[config.mk]
export PLATFORM = sky130hd
export DESIGN_NAME = des_err_status
export DESIGN_NICKNAME = d
export VERILOG_FILES = /design/src/rtl/des_err_pkg.sv /design/src/rtl/key_parity_chk.sv /design/src/rtl/des_err_detect.sv /design/src/rtl/des_err_regs.sv /design/src/rtl/des_err_status.sv
export SDC_FILE = /design/constraint.sdc
export NUM_CORES = 1
export LEC_CHECK = 0
export ABC_CLOCK_PERIOD_IN_PS = 3800
export CAP_MARGIN = 40
export CORE_AREA = 2 2 85 87
export DETAILED_ROUTE_END_ITERATION = 10
export DIE_AREA = 0 0 87 89
export GPL_ROUTABILITY_DRIVEN = 0
export PLACE_DENSITY = 0.81
export RECOVER_POWER = 50
export SETUP_SLACK_MARGIN = 0.4
export SYNTH_ARGS = -nofsm -noshare
export SYNTH_HDL_FRONTEND = slang
export SYNTH_SLANG_ARGS = --single-unit
[constraint.sdc]
create_clock -name clk -period 3.8 [get_ports clk]
set_input_delay 0.76 -clock clk [delete_from_list [all_inputs] [get_ports clk]]
set_output_delay 0.76 -clock clk [all_outputs]
set_load 0.02 [all_outputs]
[src/rtl/des_err_pkg.sv]
package des_err_pkg;
  localparam int STAT_W    = 64;
  localparam int ERR_N     = 5;
  localparam int FIRST_BIT = 50;
  localparam int TAIL_W    = STAT_W - FIRST_BIT - ERR_N;
  // error vector index, MSB lands on status bit FIRST_BIT
  localparam int I_KPE = 4;
  localparam int I_IE  = 3;
  localparam int I_ERE = 2;
  localparam int I_CE  = 1;
  localparam int I_KSE = 0;
  localparam logic [ERR_N-1:0] CAUSE_MASK = 5'b10111;
endpackage

[src/rtl/key_parity_chk.sv]
module key_parity_chk #(
  parameter int DATA_W = 64
) (
  input  logic [DATA_W-1:0] data,
  output logic              all_odd
);
  localparam int BYTES = DATA_W / 8;
  logic [BYTES-1:0] byte_ok;

  genvar gi;
  generate
    for (gi = 0; gi < BYTES; gi++) begin : g_byte
      assign byte_ok[gi] = ^data[8*gi +: 8];
    end
  endgenerate

  assign all_odd = &byte_ok;
endmodule

[src/rtl/des_err_detect.sv]
module des_err_detect
  import des_err_pkg::*;
#(
  parameter int DATA_W   = 64,
  parameter int KEY_REGS = 3,
  parameter int SZ_W     = 8
) (
  input  logic [DATA_W-1:0]   wr_data,
  input  logic [KEY_REGS-1:0] key_wr,
  input  logic                ksize_wr,
  input  logic                dsize_wr,
  input  logic                mode_wr,
  input  logic                iv_wr,
  input  logic                iv_rd,
  input  logic                busy,
  input  logic                cur_tdes,
  input  logic [SZ_W-1:0]     cur_ksize,
  input  logic                int_fault,
  output logic [ERR_N-1:0]    det
);
  localparam logic [SZ_W-1:0] SZ_SINGLE = SZ_W'(8);
  localparam logic [SZ_W-1:0] SZ_MIN3   = SZ_W'(16);
  localparam logic [SZ_W-1:0] SZ_MAX3   = SZ_W'(8 * KEY_REGS);

  logic                parity_ok;
  logic [KEY_REGS-1:0] key_chk_en;
  logic                cur_sz_multi;
  logic [SZ_W-1:0]     new_size;
  logic                new_size_ok;
  logic                any_ctx_wr;

  key_parity_chk #(.DATA_W(DATA_W)) u_par (
    .data    (wr_data),
    .all_odd (parity_ok)
  );

  // multi-key sizes: multiples of 8 from 16 up to 8 per key register
  assign cur_sz_multi = (cur_ksize[2:0] == 3'b000) &&
                        (cur_ksize >= SZ_MIN3) && (cur_ksize <= SZ_MAX3);

  genvar gk;
  generate
    for (gk = 0; gk < KEY_REGS; gk++) begin : g_key_en
      if (gk == 0) begin : g_first
        assign key_chk_en[gk] = 1'b1;
      end else begin : g_later
        assign key_chk_en[gk] = cur_tdes && cur_sz_multi &&
                                (cur_ksize >= SZ_W'(8 * (gk + 1)));
      end
    end
  endgenerate

  assign new_size    = wr_data[SZ_W-1:0];
  assign new_size_ok = (new_size == SZ_SINGLE) ||
                       ((new_size[2:0] == 3'b000) &&
                        (new_size >= SZ_MIN3) && (new_size <= SZ_MAX3));

  assign any_ctx_wr = (|key_wr) | ksize_wr | dsize_wr | mode_wr | iv_wr;

  always_comb begin
    det        = '0;
    det[I_KPE] = !parity_ok && |(key_wr & key_chk_en);
    det[I_KSE] = ksize_wr && !new_size_ok;
    det[I_ERE] = busy && iv_rd;
    det[I_CE]  = busy && any_ctx_wr;
    det[I_IE]  = int_fault;
  end
endmodule

[src/rtl/des_err_regs.sv]
module des_err_regs
  import des_err_pkg::*;
(
  input  logic             clk,
  input  logic             rst_n,
  input  logic [ERR_N-1:0] det,
  input  logic             ctrl_wr,
  input  logic [ERR_N-1:0] ctrl_bits,
  output logic [ERR_N-1:0] st_q,
  output logic [ERR_N-1:0] mask_q,
  output logic             halt_q
);
  logic [ERR_N-1:0] mask_eff;
  logic [ERR_N-1:0] clr;
  logic [ERR_N-1:0] raw;
  logic [ERR_N-1:0] st_n;
  logic [ERR_N-1:0] mask_n;
  logic             mask_en;
  logic             halt_n;

  always_comb begin
    mask_en   = ctrl_wr;
    mask_n    = ctrl_bits;
    mask_eff  = mask_en ? mask_n : mask_q;
    clr       = mask_en ? ctrl_bits : '0;
    raw       = det;
    raw[I_IE] = det[I_IE] | (|(det & CAUSE_MASK & ~mask_eff));
    st_n      = (st_q & ~clr) | (raw & ~mask_eff);
    halt_n    = |st_q;
  end

  always_ff @(posedge clk or negedge rst_n) begin
    if (!rst_n) begin
      st_q   <= '0;
      mask_q <= '0;
      halt_q <= 1'b0;
    end else begin
      st_q   <= st_n;
      halt_q <= halt_n;
      if (mask_en) mask_q <= mask_n;
    end
  end
endmodule

[src/rtl/des_err_status.sv]
module des_err_status
  import des_err_pkg::*;
#(
  parameter int DATA_W   = 64,
  parameter int KEY_REGS = 3,
  parameter int SZ_W     = 8
) (
  input  logic                clk,
  input  logic                rst_n,
  input  logic                busy,
  input  logic                cur_tdes,
  input  logic [SZ_W-1:0]     cur_ksize,
  input  logic [DATA_W-1:0]   wr_data,
  input  logic [KEY_REGS-1:0] key_wr,
  input  logic                ksize_wr,
  input  logic                dsize_wr,
  input  logic                mode_wr,
  input  logic                iv_wr,
  input  logic                iv_rd,
  input  logic                int_fault,
  input  logic                ctrl_wr,
  input  logic [0:STAT_W-1]   ctrl_wdata,
  output logic [0:STAT_W-1]   status,
  output logic                halt,
  output logic                err_irq
);
  logic [ERR_N-1:0] det;
  logic [ERR_N-1:0] st_q;
  logic [ERR_N-1:0] mask_q;
  logic             halt_q;
  logic [ERR_N-1:0] ctrl_bits;
  logic             unused_ctrl;

  assign ctrl_bits   = ctrl_wdata[FIRST_BIT +: ERR_N];
  assign unused_ctrl = ^{ctrl_wdata[0:FIRST_BIT-1], ctrl_wdata[FIRST_BIT+ERR_N:STAT_W-1]};

  des_err_detect #(
    .DATA_W   (DATA_W),
    .KEY_REGS (KEY_REGS),
    .SZ_W     (SZ_W)
  ) u_detect (
    .wr_data   (wr_data),
    .key_wr    (key_wr),
    .ksize_wr  (ksize_wr),
    .dsize_wr  (dsize_wr),
    .mode_wr   (mode_wr),
    .iv_wr     (iv_wr),
    .iv_rd     (iv_rd),
    .busy      (busy),
    .cur_tdes  (cur_tdes),
    .cur_ksize (cur_ksize),
    .int_fault (int_fault),
    .det       (det)
  );

  des_err_regs u_regs (
    .clk       (clk),
    .rst_n     (rst_n),
    .det       (det),
    .ctrl_wr   (ctrl_wr),
    .ctrl_bits (ctrl_bits),
    .st_q      (st_q),
    .mask_q    (mask_q),
    .halt_q    (halt_q)
  );

  assign status  = {{FIRST_BIT{1'b0}}, st_q, {TAIL_W{1'b0}}};
  assign halt    = halt_q;
  assign err_irq = halt_q;
endmodule

* Word level (Yosys, flattened, before mapping)
Cells that the tools add are included.
Word-level totals: register bits after elaboration 11, output and inout port bits 66, word-level logic and storage cells 52
Cells by class: bitwise gates (word level) 12, equality and inequality tests 1, multiplexer cells 2, order comparisons 5, reductions and logical operators 29
Operators by type and width (count):
- $reduce_xor A8 Y1 | 8
- $ge A8 B5 Y1 const B | 3
- $le A8 B5 Y1 const B | 2
- $and A5 B5 Y5 | 3
- $logic_and A1 B1 Y1 | 11
- $mux W5 | 2
- $not A5 Y5 | 2
- $reduce_or A5 Y1 | 2
- $eq A8 B4 Y1 const B | 1
- $reduce_and A8 Y1 | 1
- $logic_not A3 Y1 | 2
- $reduce_or A3 Y1 | 2
- $or A1 B1 Y1 | 5
- $or A5 B5 Y5 | 1
- $and A3 B3 Y3 | 1
- $logic_not A1 Y1 | 2
- $logic_or A1 B1 Y1 | 1

* Depth between registers and ports, before layout
depth in word-level cells 13, depth in mapped cells 8, depth with buffers taken out 8

* Cells and area by module
Synthesis repeated with hierarchy kept, for this count alone.
Unflattened totals: cells, all modules 177, area total of the unflattened synthesis 1529.0 µm²
Modules (own cells, without submodules):
- key_parity_chk | seq. area each 0.0 µm², times used 1, cells each 59, area each 506.7 µm²
- des_err_regs | seq. area each 275.3 µm², times used 1, cells each 44, area each 465.4 µm²
- des_err_status | seq. area each 0.0 µm², times used 1, cells each 61, area each 454.2 µm²
- des_err_detect | seq. area each 0.0 µm², times used 1, cells each 13, area each 102.6 µm²

* Worst setup path before layout
OpenSTA, ideal clock, no wires.
path type input-to-reg, start input wr_data[3], end register u_regs.st_q[3], data arrival time 2.132 ns, stages 6, data required time 3.669 ns, setup slack 1.537 ns, cells stage by stage or4b_4 > o221ai_2 > a31oi_2 > a2111oi_4 > a2bb2oi_2 > o31ai_1
On the way: cells in the longest elaborated chain, start to end 11, elaborated cells between the ends (all ways) 17, classes of those cells order compare (2); eq/ne (1); bitwise (4); reduce/logical (10)
Ends and longest elaborated chain:
- start: declaration | line des_err_status.sv:13 | input logic [DATA_W-1:0] wr_data,
- $ge A8 B5 Y1 | line des_err_detect.sv:56 | (new_size >= SZ_MIN3) && (new_size <= SZ_MAX3));
- $logic_and A1 B1 Y1 | line des_err_detect.sv:55 | ((new_size[2:0] == 3'b000) &&
- $logic_and A1 B1 Y1 | line des_err_detect.sv:56
- $logic_or A1 B1 Y1 | line des_err_detect.sv:54 | assign new_size_ok = (new_size == SZ_SINGLE) ||
- $logic_not A1 Y1 | line des_err_detect.sv:63 | det[I_KSE] = ksize_wr && !new_size_ok;
- $logic_and A1 B1 Y1 | line des_err_detect.sv:63
- $and A5 B5 Y5 (*) | line des_err_regs.sv:27 | raw[I_IE] = det[I_IE] | (|(det & CAUSE_MASK & ~mask_eff));
- $reduce_or A5 Y1 (*) | line des_err_regs.sv:27
- $or A1 B1 Y1 (*) | line des_err_regs.sv:27
- $and A5 B5 Y5 (*) | line des_err_regs.sv:28 | st_n = (st_q & ~clr) | (raw & ~mask_eff);
- $or A5 B5 Y5 (*) | line des_err_regs.sv:28
- named net u_regs.st_n[3] | line des_err_regs.sv:16 | logic [ERR_N-1:0] st_n;
- end signal: assignment | line des_err_regs.sv:38 | st_q <= st_n;
- end: declaration | line des_err_regs.sv:9 | output logic [ERR_N-1:0] st_q,
The timed path passes the listed nets; every way through them passes the cells marked *.

* Worst setup path in the final report
Ends and elaborated chain as after synthesis.

==> impl_metrics.toml <==
[global_routing]
antenna_found_initial = 0
grt_pass1_wl_um = 5350
grt_max_degree = 12
grt_use_total_pct = 8.66
grt_pass1_vias = 1331
overflow = 0

[placed_design]
place_ws_ps = 957
io_buffers = 97
dp.final_hpwl_um = 3570
placed_cells = 363
placed_area_um2 = 2470

[sta]
max_clock_freq_mhz = 385
tightest_slew_ps = 503
fin_tns_setup_ps = 0
hold_viol = 0
whs_ps = 503
slew_viol_final = 0
final.setup_skew_ps = 3.57
fin_ws_ps = 1200
fin_crit_ps = 2600
fin_crit_sh_pct = 68.3
setup_violations = 0
slew_headroom_pct = 66.4
rsz0062_at_grt = "false"

[die]
ioPinCount = 216
core-area_um2 = 6720
rows = 30
die_area_um2 = 7740
die_x_um = 87
initial_core_util_pct = 24.3
die_h_um = 89

[clock_network]
post_cts_resized = 0
postCtsHoldBufs = 0
clk_latency_ps = 230
clkTransAtPathRegs_ps = 50
cts_inserted_buffers = 3
htreeDepth = 1
cts_sinks = 11
cts-root-buf = "clkbuf_8"
post_cts_buffers = 0
clock_path_buffers = 2
cts_tree = "yes"

[logic_synthesis]
synth_edf_count = 0
synthArstFlopShare_pct = 100
ys_seq_area_share_pct = 16.8
synthTopCellsByArea = "buf_4 28%, xnor2_1 23%, dfrtp_1 17%, ha_1 5.4%, xor2_1 4.8%"
syn_inst = 189
synth_top_flop_cell = "dfrtp_1"
yosysTopAreaCellShare_pct = 27.6
avgSynthCellArea_um2 = 8.65
synth.distinct_cells = 36
synthesis.area_um2 = 1630
synth_largest_area_cell = "buf_4"
synth-seq-cells = 11
yosysWarningCount = 0

[route]
viasPerCell = 3.84
drc = 0
first_pass_iters = 4
antenna_left = 0
via_count = 1408
avgRoutedWirePerCell_um = 10.3
postRouteWirelength_um = 3780
drtIter0Drc = 9

[layout]
fin_area_um2 = 2510
nets = 445
fin_cells = 367
drive_gt1_share_pct = 3.48
antennaDiodeCount = 0
syn_to_final_growth_pct = 53.8
nFillCells = 671

[power]
p_leak_nw = 1.05
swShare_pct = 34.8
pwr-share-seq_pct = 23.9
clkPwrFrac_pct = 19.8
p_per_area_nw_per_um2 = 229
p_int_mw = 0.375
power.switching_mw = 0.200
ir_drop_mv = 0.0799
p_comb_share_pct = 56.3

[worst_hold_path]
holdPathStages = 2
min-delay-start = "u_regs.st_q[4]"
hp-class = "reg -> reg"
holdPathEnd = "u_regs.halt_q"

[critical_path]
worstSetupPathType = "in -> reg"
rrSetupSlack_ps = 2420
cp.required_ps = 3910
regToRegStartpoint = "u_regs.mask_q[0]"
cp.arrival_ps = 2710
rr_worst_depth = 6
crit_fanout = 3
worst_r2r_endpoint = "u_regs.st_q[3]"
cp-start-kind = "input port"
critPathCaptureType = "register"

[run]
cap_violations = 0

[outcome]
status = "complete, no violations"
==> layout by cell type, fill, tap and decap left out, types with 2 or more instances in the layout <==
cell,Yosys,routed
a21o_1,2,2
clkbuf_8,0,3
clkdlybuf4s50_1,0,95
conb_1,1,59
dfrtp_1,11,11
dlygate4sd3_1,0,2
ha_1,7,7
inv_1,11,11
nand2_1,8,8
nand4_1,4,4
nor2_1,4,4
nor4_1,2,2
o21ai_0,2,2
o21ai_1,3,3
xnor2_1,43,43
xor2_1,9,9
==> power by group through the flow <==
| stage | sequential, mW | clock (mW) | combinational [mW] |
|---|---|---|---|
| 2_1_floorplan | 0.146 | 0 | 0.226 |
| 3_3_place_gp | 0.139 | 0 | 0.322 |
| 3_5_place_dp | 0.140 | 0 | 0.327 |
| 4_1_cts | 0.138 | 0.119 | 0.328 |
| 5_1_grt | 0.139 | 0.122 | 0.351 |
| 6_report | 0.138 | 0.114 | 0.323 |
==> through the flow <==
step / util, % / power [mW]
final: 37.4 / 0.575
after global routing: 37.4 / 0.612
after CTS: 37.4 / 0.585
after detailed placement: 36.7 / 0.466
after global placement: 36.7 / 0.461
after floorplan: - / 0.372
==> critical path: stages <==
cell and delay, ps:
clkdlybuf4s50_1 450, or4b_4 550, o221ai_2 180, a31oi_2 160, a2111oi_4 360, a2bb2oi_2 170
o31ai_1 70
==> cell families after synthesis <==
kind of cell | after synthesis | synth area share (%)
AO/OA/AOI/OAI | 18 | 10.0
XOR/XNOR | 52 | 27.9
adder cells (fa/ha/maj) | 7 | 5.36
buffers and inverters | 73 | 30.6
flip-flops | 11 | 16.8
other | 1 | 0.229
AND/OR/NAND/NOR | 27 | 9.04
==> synth_stat cells, types with 2 or more instances <==
library cell	instances
inv_1	11
dfrtp_1	11
nor2_1	4
nand4_1	4
buf_4	60
a21o_1	2
o21ai_0	2
nor4_1	2
nand2_1	8
xnor2_1	43
xor2_1	9
ha_1	7
o21ai_1	3
==> layout make-up <==
cell class	count	area [um2]	area share, %
Clock buffer	4	45.0	1.79
Inverter	12	45.0	1.79
Multi-Input combinational cell	163	1080	42.8
Tap cell	80	100	3.98
Sequential cell	11	275	11.0
Timing Repair Buffer	97	971	38.6
==> registers in the layout, indices dropped and copies added, names as in the netlist <==
signal,count
u_regs.st_q,5
u_regs.mask_q,5
u_regs.halt_q,1
==> worst max path at each step <==
stage	from	end	slack, ps	cells after the start
after floorplan	wr_data[3]	u_regs.st_q[3]	1540	6
after CTS	wr_data[3]	u_regs.st_q[3]	1210	7
after global placement	wr_data[3]	u_regs.st_q[3]	970	7
after global routing	wr_data[6]	u_regs.st_q[3]	1100	9
after detailed placement	wr_data[3]	u_regs.st_q[3]	960	7
final	wr_data[3]	u_regs.st_q[3]	1200	7
==> metal layers <==
metal | track usage [%] | share of wire (%) | vias to the layer above | routed length, um
met1 | 7.89 | 31 | 630 | 1170
met3 | 1.29 | 10 | 2 | 392
li1 | - | - | 688 | -
met5 | 0 | 0 | - | 0
met2 | 18.9 | 58 | 88 | 2200
met4 | 2.98 | 0.40 | 0 | 15
Power figures use the tool's default switching activity.
